[src/rtl/ppoll_pkg.sv]
package ppoll_pkg;
  localparam int unsigned DIO_LINES = 8;
  localparam int unsigned IDX_W     = $clog2(DIO_LINES);
  localparam int unsigned CMD_W     = 8;
  localparam int unsigned OP_W      = 3;
  localparam logic [OP_W-1:0] OP_PP_CFG = 3'b011;
  localparam int unsigned CFG_W     = IDX_W + 2;

  typedef struct packed {
    logic             unc;
    logic             sense;
    logic [IDX_W-1:0] line;
  } ppoll_cfg_t;

  localparam ppoll_cfg_t CFG_RESET = '{unc: 1'b1, sense: 1'b0, line: '0};
endpackage

[src/rtl/ppoll_rst_sync.sv]
module ppoll_rst_sync #(
  parameter int unsigned STAGES = 2
) (
  input  logic clk,
  input  logic rst_n,
  output logic rst_sync_n
);
  logic [STAGES-1:0] chain_q;
  logic [STAGES-1:0] chain_d;

  always_comb begin
    chain_d = {chain_q[STAGES-2:0], 1'b1};
  end

  always_ff @(posedge clk or negedge rst_n) begin
    if (!rst_n) chain_q <= '0;
    else        chain_q <= chain_d;
  end

  assign rst_sync_n = chain_q[STAGES-1];
endmodule

[src/rtl/ppoll_cfg_reg.sv]
module ppoll_cfg_reg
  import ppoll_pkg::*;
(
  input  logic             clk,
  input  logic             rst_n,
  input  logic             aux_wr,
  input  logic [CMD_W-1:0] aux_data,
  output ppoll_cfg_t       cfg_q
);
  logic       load_en;
  ppoll_cfg_t cfg_d;

  always_comb begin
    load_en = aux_wr && (aux_data[CMD_W-1 -: OP_W] == OP_PP_CFG);
    cfg_d   = cfg_q;
    if (load_en) cfg_d = ppoll_cfg_t'(aux_data[CFG_W-1:0]);
  end

  always_ff @(posedge clk or negedge rst_n) begin
    if (!rst_n)       cfg_q <= CFG_RESET;
    else if (load_en) cfg_q <= cfg_d;
  end
endmodule

[src/rtl/ppoll_resp.sv]
module ppoll_resp
  import ppoll_pkg::*;
(
  input  logic                 clk,
  input  logic                 rst_n,
  input  ppoll_cfg_t           cfg,
  input  logic                 ist,
  input  logic                 atn,
  input  logic                 eoi,
  output logic [DIO_LINES-1:0] pull_q,
  output logic                 od_q
);
  logic                 poll_hit;
  logic                 armed;
  logic [DIO_LINES-1:0] pull_d;

  always_comb begin
    poll_hit = atn & eoi;
    armed    = poll_hit & ~cfg.unc & (ist == cfg.sense);
  end

  for (genvar i = 0; i < DIO_LINES; i++) begin : g_line
    always_comb pull_d[i] = armed & (cfg.line == IDX_W'(i));
  end

  always_ff @(posedge clk or negedge rst_n) begin
    if (!rst_n) begin
      pull_q <= '0;
      od_q   <= 1'b0;
    end else begin
      pull_q <= pull_d;
      od_q   <= poll_hit;
    end
  end
endmodule

[src/rtl/ppoll_responder.sv]
module ppoll_responder
  import ppoll_pkg::*;
#(
  parameter int unsigned SYNC_STAGES = 2
) (
  input  logic                 clk,
  input  logic                 rst_n,
  input  logic                 aux_wr,
  input  logic [CMD_W-1:0]     aux_data,
  input  logic                 ist,
  input  logic                 atn,
  input  logic                 eoi,
  output logic [DIO_LINES-1:0] dio_pull_low,
  output logic                 dio_open_drain,
  output logic [CFG_W-1:0]     cfg_rd
);
  logic       rst_int_n;
  ppoll_cfg_t cfg;

  ppoll_rst_sync #(.STAGES(SYNC_STAGES)) u_rst (
    .clk(clk), .rst_n(rst_n), .rst_sync_n(rst_int_n)
  );

  ppoll_cfg_reg u_cfg (
    .clk(clk), .rst_n(rst_int_n), .aux_wr(aux_wr), .aux_data(aux_data), .cfg_q(cfg)
  );

  ppoll_resp u_resp (
    .clk(clk), .rst_n(rst_int_n), .cfg(cfg), .ist(ist), .atn(atn), .eoi(eoi),
    .pull_q(dio_pull_low), .od_q(dio_open_drain)
  );

  assign cfg_rd = cfg;
endmodule

[config.mk]
export PLATFORM = sky130hd
export DESIGN_NAME = ppoll_responder
export DESIGN_NICKNAME = d
export VERILOG_FILES = /design/src/rtl/ppoll_pkg.sv /design/src/rtl/ppoll_rst_sync.sv /design/src/rtl/ppoll_cfg_reg.sv /design/src/rtl/ppoll_resp.sv /design/src/rtl/ppoll_responder.sv
export SDC_FILE = /design/constraint.sdc
export NUM_CORES = 1
export LEC_CHECK = 0
export BUFFER_PORTS_ARGS = -buffer_cell sky130_fd_sc_hd__clkbuf_2
export CAP_MARGIN = 25
export CORE_AREA = 2 2 39 41
export DETAILED_ROUTE_END_ITERATION = 10
export DIE_AREA = 0 0 41 43
export PLACE_DENSITY = 0.77
export SLEW_MARGIN = 20
export SYNTH_ARGS = -nofsm -noshare
export SYNTH_HDL_FRONTEND = slang
export SYNTH_SLANG_ARGS = --single-unit
[constraint.sdc]
create_clock -name clk -period 1.2 [get_ports clk]
set_input_delay 0.24 -clock clk [delete_from_list [all_inputs] [get_ports clk]]
set_output_delay 0.24 -clock clk [all_outputs]
set_load 0.005 [all_outputs]
Word-level counts from Yosys, hierarchy flattened:

Cells that the tools add are included.

* register bits: 16
* latch bits: 0
* word-level logic and storage cells: 29
* memories kept: 0
* ROM bits: 0
* bits of input ports: 14
* output and inout bits: 14
* RAM bits: 0

* bitwise gates (word level): 12
* equal/unequal tests: 9
* multiplexer cells: 0
* add/sub/neg operators: 0
* shift operators: 0
* divide/modulo/power cells: 0
* $lt $le $gt $ge: 0
* reductions and logical operators: 2
* multipliers: 0

Operator list (number)
* $eq A3 B3 Y1 const B: 4
* $and A1 B1 Y1: 11
* $eq A3 B2 Y1 const B: 3
* $eq A3 B1 Y1 const B: 1
* $logic_not A3 Y1: 1
* $eq A1 B1 Y1: 1
* $logic_and A1 B1 Y1: 1
* $not A1 Y1: 1

Logic depth before layout (Yosys ltp):

Gate-level depths: netlist (run 1).

* depth in word-level cells: 4
* gate-level depth with buffers: 2
* mapped depth without buffers: 2

Modules after synthesis:

Synthesis (run 1) repeated with hierarchy kept, for this count alone.

* cell total of the unflattened synthesis: 39
* area total of the unflattened synthesis: 613.1 sq um

Modules (own cells, without submodules)
* ppoll_resp: area each 352.8 sq um, cells an instance 25, instances 1, sequential area each 225.2 sq um
* ppoll_cfg_reg: area each 206.4 sq um, cells an instance 11, instances 1, sequential area each 126.4 sq um
* ppoll_rst_sync: area each 53.8 sq um, cells an instance 3, instances 1, sequential area each 50.0 sq um

Least setup slack after synthesis (run 1):

No wires, ideal clock.

* path type: flip-flop to flip-flop
* start: register u_cfg.cfg_q[3] (netlist bit)
* end: register u_resp.pull_q[0]
* required time: 1.099 ns
* arrival: 0.833 ns
* cell stages (with the launch flop): 3
* buffers on the path: 0
* path slack: 0.266 ns
* setup time: 0.101 ns
* period minus slack after synthesis: 0.934 ns
* path through: dfrtp_1 -> xor2_2 -> nor4_1

* cells in the longest elaborated chain, start to end: 3

Ends and longest elaborated chain
* start: declaration: line ppoll_cfg_reg.sv:8 `output ppoll_cfg_t cfg_q`
* start signal: assignment: line ppoll_cfg_reg.sv:21 `else if (load_en) cfg_q <= cfg_d;`
* $eq A1 B1 Y1: line ppoll_resp.sv:19 `armed = poll_hit & ~cfg.unc & (ist == cfg.sense);`
* $and A1 B1 Y1: line ppoll_resp.sv:19
* $and A1 B1 Y1: line ppoll_resp.sv:23 `always_comb pull_d[i] = armed & (cfg.line == IDX_W'(i));`
* via u_resp.pull_d[0]: line ppoll_resp.sv:15 `logic [DIO_LINES-1:0] pull_d;`
* end signal: assignment: line ppoll_resp.sv:31 `pull_q <= pull_d;`
* end: declaration: line ppoll_resp.sv:10 `output logic [DIO_LINES-1:0] pull_q,`

The timed path passes the listed nets, and every way through them passes these cells.
A chain may end at the register's enable or synchronous reset.

Final worst setup path (run 1):

* start: register u_cfg.cfg_q[4] (netlist bit)
* end: output cfg_rd[4]

RTL lines
* end: declaration: line ppoll_responder.sv:15 `output logic [CFG_W-1:0] cfg_rd`

No word-level cell between the ends.

==> results of run 1 <==
state kept, by name (all words and copies together), names as in the netlist:
register,count
u_rst.chain_q,2
u_resp.pull_q,8
u_cfg.cfg_q,5
u_resp.od_q,1
stage by stage:
| step | hold WS (ns) | setup WS (ns) | std cells | util, % | total power [mW] |
|---|---|---|---|---|---|
| floorplan | -0.0556 | 0.266 | 38 | - | 0.753 |
| global placement | 0.0252 | 0.245 | 81 | 54.2 | 0.843 |
| detailed placement | 0.0273 | 0.130 | 81 | 54.2 | 0.852 |
| CTS | 0.187 | 0.0388 | 87 | 57.3 | 1.14 |
| global route | 0.182 | 0.0126 | 87 | 57.3 | 1.19 |
| finish | 0.187 | 0.0472 | 87 | 57.3 | 1.13 |
repair_timing:
| action | in CTS | in global routing |
|---|---|---|
| gates resized for setup | 0 | 0 |
| hold buffers | 1 | 0 |
| hold endpoints to repair | 2 | 0 |
| endpoints found under the setup margin | 1 | 0 |
| buffers inserted | 1 | 0 |
power breakdown:
| group | leakage, nW | switching [mW] | internal, mW | total, mW |
|---|---|---|---|---|
| clock network | 0.0150 | 0.153 | 0.129 | 0.281 |
| logic | 0.185 | 0.0897 | 0.112 | 0.201 |
| registers | 0.206 | 0.0591 | 0.593 | 0.652 |
| total | 0.406 | 0.302 | 0.833 | 1.13 |
final timing paths:
| check | startpoint | endpoint | slack, ns | cells after the start |
|---|---|---|---|---|
| worst min register to register | u_rst.chain_q[1]$_DFF_PN0_ | u_cfg.cfg_q[2]$_DFFE_PN0P_ | 0.22 | 0 |
| worst max register to register | u_cfg.cfg_q[3]$_DFFE_PN0P_ | u_resp.pull_q[5]$_DFF_PN0_ | 0.13 | 2 |
| min in group asynchronous | u_rst.chain_q[1]$_DFF_PN0_ | u_cfg.cfg_q[2]$_DFFE_PN0P_ | 0.22 | 0 |
| max in group asynchronous | u_rst.chain_q[1]$_DFF_PN0_ | u_cfg.cfg_q[4]$_DFFE_PN1P_ | 0.60 | 0 |
| worst max-delay path | u_cfg.cfg_q[4]$_DFFE_PN1P_ | cfg_rd[4] | 0.05 | 1 |
| worst min-delay path | aux_data[2] | u_cfg.cfg_q[2]$_DFFE_PN0P_ | 0.19 | 2 |
kinds of logic (layout without fill, tap and decap cells):
family	after synthesis	after routing	synth area share [%]
AND/OR/NAND/NOR	15	15	19.6
other	1	1	0.631
multiplexers	5	5	9.47
flip-flops	16	16	67.6
XOR/XNOR	1	1	2.74
buffers and inverters	0	33	0
synthesized netlist by cell type (all sizes together):
master   instances  area (um^2)
dfrtp           15          375
conb             1         3.75
nor4             4         25.0
nand4b           3         41.3
mux2             5         56.3
nor3             4         20.0
xor2             1         16.3
nand4            1         6.26
nand4bb          1         11.3
dfstp            1         26.3
nand2b           1         6.26
and2             1         6.26
worst register-to-register path: cells and delay by family (launching register included):
kind          cells  cell delay, ns
xor+xnor          1            0.23
simple gates      1            0.30
flops             1            0.43
layer usage:
layer | track usage [%] | vias up | share of wire (%)
met2 | 22.8 | 21 | 50
met3 | 1.57 | 6 | 6.9
met4 | 10.7 | 0 | 3.9
met5 | 0 | - | 0
met1 | 14.6 | 208 | 39
li1 | - | 210 | -
cell type report:
class | count | area [um^2] | area share (%)
Sequential cell | 16 | 402 | 50.6
Clock buffer | 4 | 26.3 | 3.31
Tap cell | 16 | 20.0 | 2.52
Timing Repair Buffer | 29 | 153 | 19.2
Multi-Input combinational cell | 22 | 193 | 24.3
==> summary.md, run 1 <==
| Metric | Value |
|---|---|
| P&R area growth vs syn | `33.5%` |
| Worst path buffer plus inverter count | `1` |
| Die Area | `0.00176 mm^2` |
| Ys Warns | `0` |
| Syn_area_per_cell | `15.6 um^2` |
| DIE WIDTH | `41 um` |
| Post-Route WL | `1040 um` |
| Worst skew pair latency | `0.28 ns` |
| Site row count | `14` |
| Die height | `43 um` |
| Startpoint Class | `flip-flop` |
| Sum Neg Setup Slack | `0 ns` |
| Family with the most delay on the worst path | `flip-flops` |
| Power density cells | `1430 mW/mm^2` |
| Most frequent cells in the layout | `27 x clkbuf_2, 15 x dfrtp_1, 5 x mux2_2, 4 x nor4_1, 4 x nor3_1` |
| Crit-path cells | `clkbuf_2` |
| Fin area | `793 um^2` |
| ANT cells | `0` |
| Peak supply drop | `0.000746 V` |
| Residual DRC | `0` |
| Post-route ant nets | `0` |
| Clk pin slew, worst setup/hold paths | `0.09 ns` |
| CP peak stage delay | `0.54 ns` |
| Critical Path RT | `0.96 ns` |
| Vias | `445` |
| Critical Path End Type | `output pin` |
| Status | `finished clean` |
| Vias in the first global route | `402` |
| Gate Count Post-Synth | `38` |
| CTS Buffer Depth | `2` |
| Gpl congestion | `0.688` |
| CP max-delay cell | `dfstp_2` |
| Filler cells | `121` |
| Worst slew pin tran | `0.528 ns` |
| Drt wl/cell | `11.9 um` |
| Clock Root Buffer | `clkbuf_4` |
| Slew Limit Fails | `0` |
| Final hold vios | `0` |
| Seq/Total Area, Yosys | `67.6%` |
| Slew HR | `64.8%` |
| Post-DP HPWL | `781 um` |
| GRT Util Overall | `13.8%` |
| Fin Clk Skew | `0.0103 ns` |
| # H-tree levels | `1` |
| Initial DRC Count | `2` |
| Post-route minimum period | `1.15 ns` |
| Mapped cell area | `594 um^2` |
| Layout cell share with drive strength beyond 1 | `54.9%` |
| Static leakage | `0.406 nW` |
| Tcrit/Tclk final | `96.1%` |
| DP Area | `749 um^2` |
| Initial antenna violation count | `0` |
| PortBufs | `27` |
| Initial Util | `42.9%` |
| Setup CP Type | `reg -> out` |
| Inserted Clock Buffers | `3` |
| Vias per cell | `5.11` |
| Pin count of the biggest net entering global routing | `15` |
| RSZ-0062 raised after global routing | `false` |
| Syn Nets | `52` |
| Clk sink count | `16` |
| Commonest non-fill, non-tap cell in the layout | `clkbuf_2` |
| Core area | `0.00138 mm^2` |
| Setup-failing EPs final | `0` |
| Drt pass-1 iters | `3` |
| Min-Delay Path Class | `in -> reg` |
| CTS tree | `built` |
| CP Max Fanout | `2` |
| Total Nets Final | `86` |
| Grt ovf | `0` |
| Global-route wire length before repair | `1620 um` |
| Fmax | `867 MHz` |
| Yosys reg bits | `16` |
| # Max-Cap Violations | `0` |
| Synth cell types | `13` |
| Crit path DAT | `0.91 ns` |
| IO Pins | `28` |
(Power assumes the default switching activity.)
==> run 2, diff against run 1 <==
--- a/config.mk
+++ b/config.mk
@@ -7,10 +7,9 @@
 export LEC_CHECK = 0
 export BUFFER_PORTS_ARGS = -buffer_cell sky130_fd_sc_hd__clkbuf_2
 export CAP_MARGIN = 25
-export CORE_AREA = 2 2 39 41
+export CORE_UTILIZATION = 38
 export DETAILED_ROUTE_END_ITERATION = 10
-export DIE_AREA = 0 0 41 43
-export PLACE_DENSITY = 0.77
+export PLACE_DENSITY = 0.7
 export SLEW_MARGIN = 20
 export SYNTH_ARGS = -nofsm -noshare
 export SYNTH_HDL_FRONTEND = slang
==> constraint.sdc (replaced) <==
create_clock -name clk -period 1.05 [get_ports clk]
set_input_delay 0.21 -clock clk [delete_from_list [all_inputs] [get_ports clk]]
set_output_delay 0.21 -clock clk [all_outputs]
set_load 0.005 [all_outputs]
==> run 2 against run 1 <==
- the run now ends with setup timing left
- count of clock-buffer cells in the layout is the same
- clock power grew 44%
- critical path depth is the same
- largest power group unchanged
- largest cell class unchanged
- first-iteration DRC count grew to 3.5 times the previous value
- core utilization grew 7.8 points
- design area grew 14%
- sequential share of layout area shrank 5.8 points
- clock skew shrank 0.0074 ns
- sequential power grew 13%
- worst hold slack lost 0.039 ns
- via count grew 1.3%
==> summary.md, run 2 (same netlist as run 1, synthesis figures left out) <==
| Metric | Value |
|---|---|
| Fin area | `901 um^2` |
| DP Area | `748 um^2` |
| Slew Limit Fails | `0` |
| Power density cells | `1670 mW/mm^2` |
| Global-route wire length before repair | `1860 um` |
| Worst Hold Margin | `0.148 ns` |
| Initial antenna violation count | `0` |
| Pin count of the biggest net entering global routing | `15` |
| Worst slew pin tran | `0.549 ns` |
| Violated checks | `setup timing` |
| Crit-path cells | `clkbuf_2` |
| Setup CP Type | `reg -> out` |
| Fmax | `880 MHz` |
| Peak supply drop | `0.00125 V` |
| Cell Int Power | `1.09 mW` |
| CTS tree | `built` |
| Die height | `41.5 um` |
| Vias | `451` |
| CP peak stage delay | `0.54 ns` |
| Setup-failing EPs final | `3` |
| Flop pwr share | `48.8%` |
| Clk pin slew, worst setup/hold paths | `0.09 ns` |
| CP max-delay cell | `dfstp_2` |
| DIE WIDTH | `41.5 um` |
| Largest register FFs | `8` |
| Inserted Clock Buffers | `3` |
| Critical Path RT | `0.84 ns` |
| Residual DRC | `0` |
| Final hold vios | `0` |
| Static leakage | `0.439 nW` |
| Top flop regs | `u_resp.pull_q (8), u_cfg.cfg_q (5), u_rst.chain_q (2)` |
| Final Util | `65.2%` |
| Comb pwr share | `24.3%` |
| Post-route minimum period | `1.14 ns` |
| IO Pins | `28` |
| Die Area | `0.00173 mm^2` |
| Gpl congestion | `0.727` |
| Total Nets Final | `89` |
| Clock share of power | `26.9%` |
| CTS Buffer Depth | `2` |
| CP Max Fanout | `2` |
| Site row count | `13` |
| Initial Util | `43.0%` |
| Status | `complete, but fails checks` |
| Switch share | `27.7%` |
| FF-to-FF Start | `u_cfg.cfg_q[2]$_DFFE_PN0P_` |
| ANT cells | `0` |
| Post-DP HPWL | `776 um` |
| Final WS setup | `-0.0859 ns` |
| Vias in the first global route | `424` |
| Fin Clk Skew | `0.00291 ns` |
| Tcrit/Tclk final | `108%` |
| PortBufs | `27` |
| Core area | `0.00138 mm^2` |
| Power after layout | `1.51 mW` |
| RSZ-0062 raised after global routing | `true` |
| Crit path DAT | `0.93 ns` |
| P&R area growth vs syn | `51.6%` |
| Drt wl/cell | `12.7 um` |
| Critical Path End Type | `output pin` |
| # H-tree levels | `1` |
| Clk sink count | `16` |
| Initial DRC Count | `7` |
| Most frequent cells in the layout | `27 x clkbuf_2, 13 x dfrtp_1, 5 x mux2_2, 4 x nor4_2` |
| Worst skew pair latency | `0.28 ns` |
| Switch Pwr | `0.418 mW` |
| Vias per cell | `5.07` |
| Worst Min Path Start | `aux_data[2]` |
| # Max-Cap Violations | `0` |
| Worst path buffer plus inverter count | `1` |
| Family with the most delay on the worst path | `flip-flops` |
| Critical path origin | `u_cfg.cfg_q[4]$_DFFE_PN1P_` |
| Min-Delay Path Class | `in -> reg` |
| Slew HR | `63.4%` |
| Startpoint Class | `flip-flop` |
| Drt pass-1 iters | `2` |
| Grt ovf | `0` |
| Layout cell share with drive strength beyond 1 | `71.6%` |
| Biggest register | `u_resp.pull_q` |
| Clock Root Buffer | `clkbuf_4` |
| Post-route ant nets | `0` |
| Post-Route WL | `1130 um` |
| Commonest non-fill, non-tap cell in the layout | `clkbuf_2` |
| GRT Util Overall | `14.3%` |
## run 2: through the flow
stage                     setup slack (ns)  cells  setup TNS [ns]
after global routing                -0.118     89          -0.374
after floorplan                      0.116     38               0
final                              -0.0859     89          -0.127
after global placement              0.0805     80               0
after CTS                          -0.0956     89          -0.119
after detailed placement            0.0271     80               0
## run 2: worst paths after layout
path                       depth (start not counted)  slack, ns                         end
min reg2reg                                        0       0.23  u_cfg.cfg_q[2]$_DFFE_PN0P_
min in group asynchronous                          0       0.23  u_cfg.cfg_q[2]$_DFFE_PN0P_
max in group asynchronous                          0       0.43  u_cfg.cfg_q[3]$_DFFE_PN0P_
min                                                2       0.15  u_cfg.cfg_q[2]$_DFFE_PN0P_
max                                                1      -0.09                   cfg_rd[4]
max reg2reg                                        3       0.03  u_resp.pull_q[1]$_DFF_PN0_
## run 2: area by class of cell
type                    instances  area [um^2]
clock buffers                   4         36.3
fillers                       109          482
repair buffers                 32          179
well taps                      15         18.8
multi-input cells              22          263
flip-flops and latches         16          404
## run 2: timing repair
item	in CTS	in global routing
resized for setup	1	11
pin swaps	0	1
endpoints found under the setup margin	5	10
hold endpoints to repair	2	0
setup buffers	4	0
gates cloned	0	0
hold buffers	1	0
## run 2: power groups by stage
| stage | clock network, mW | registers (mW) | logic (mW) |
|---|---|---|---|
| final | 0.405 | 0.736 | 0.367 |
| after detailed placement | 0 | 0.767 | 0.202 |
| after CTS | 0.412 | 0.726 | 0.286 |
| after global placement | 0 | 0.763 | 0.201 |
| after floorplan | 0 | 0.758 | 0.103 |
| after global routing | 0.440 | 0.746 | 0.392 |
## run 2: layer usage
metal | track usage (%) | wire (um)
met3 | 4.35 | 65
met4 | 7.74 | 14
met5 | 0 | 0
met2 | 23.4 | 541
met1 | 16.7 | 511
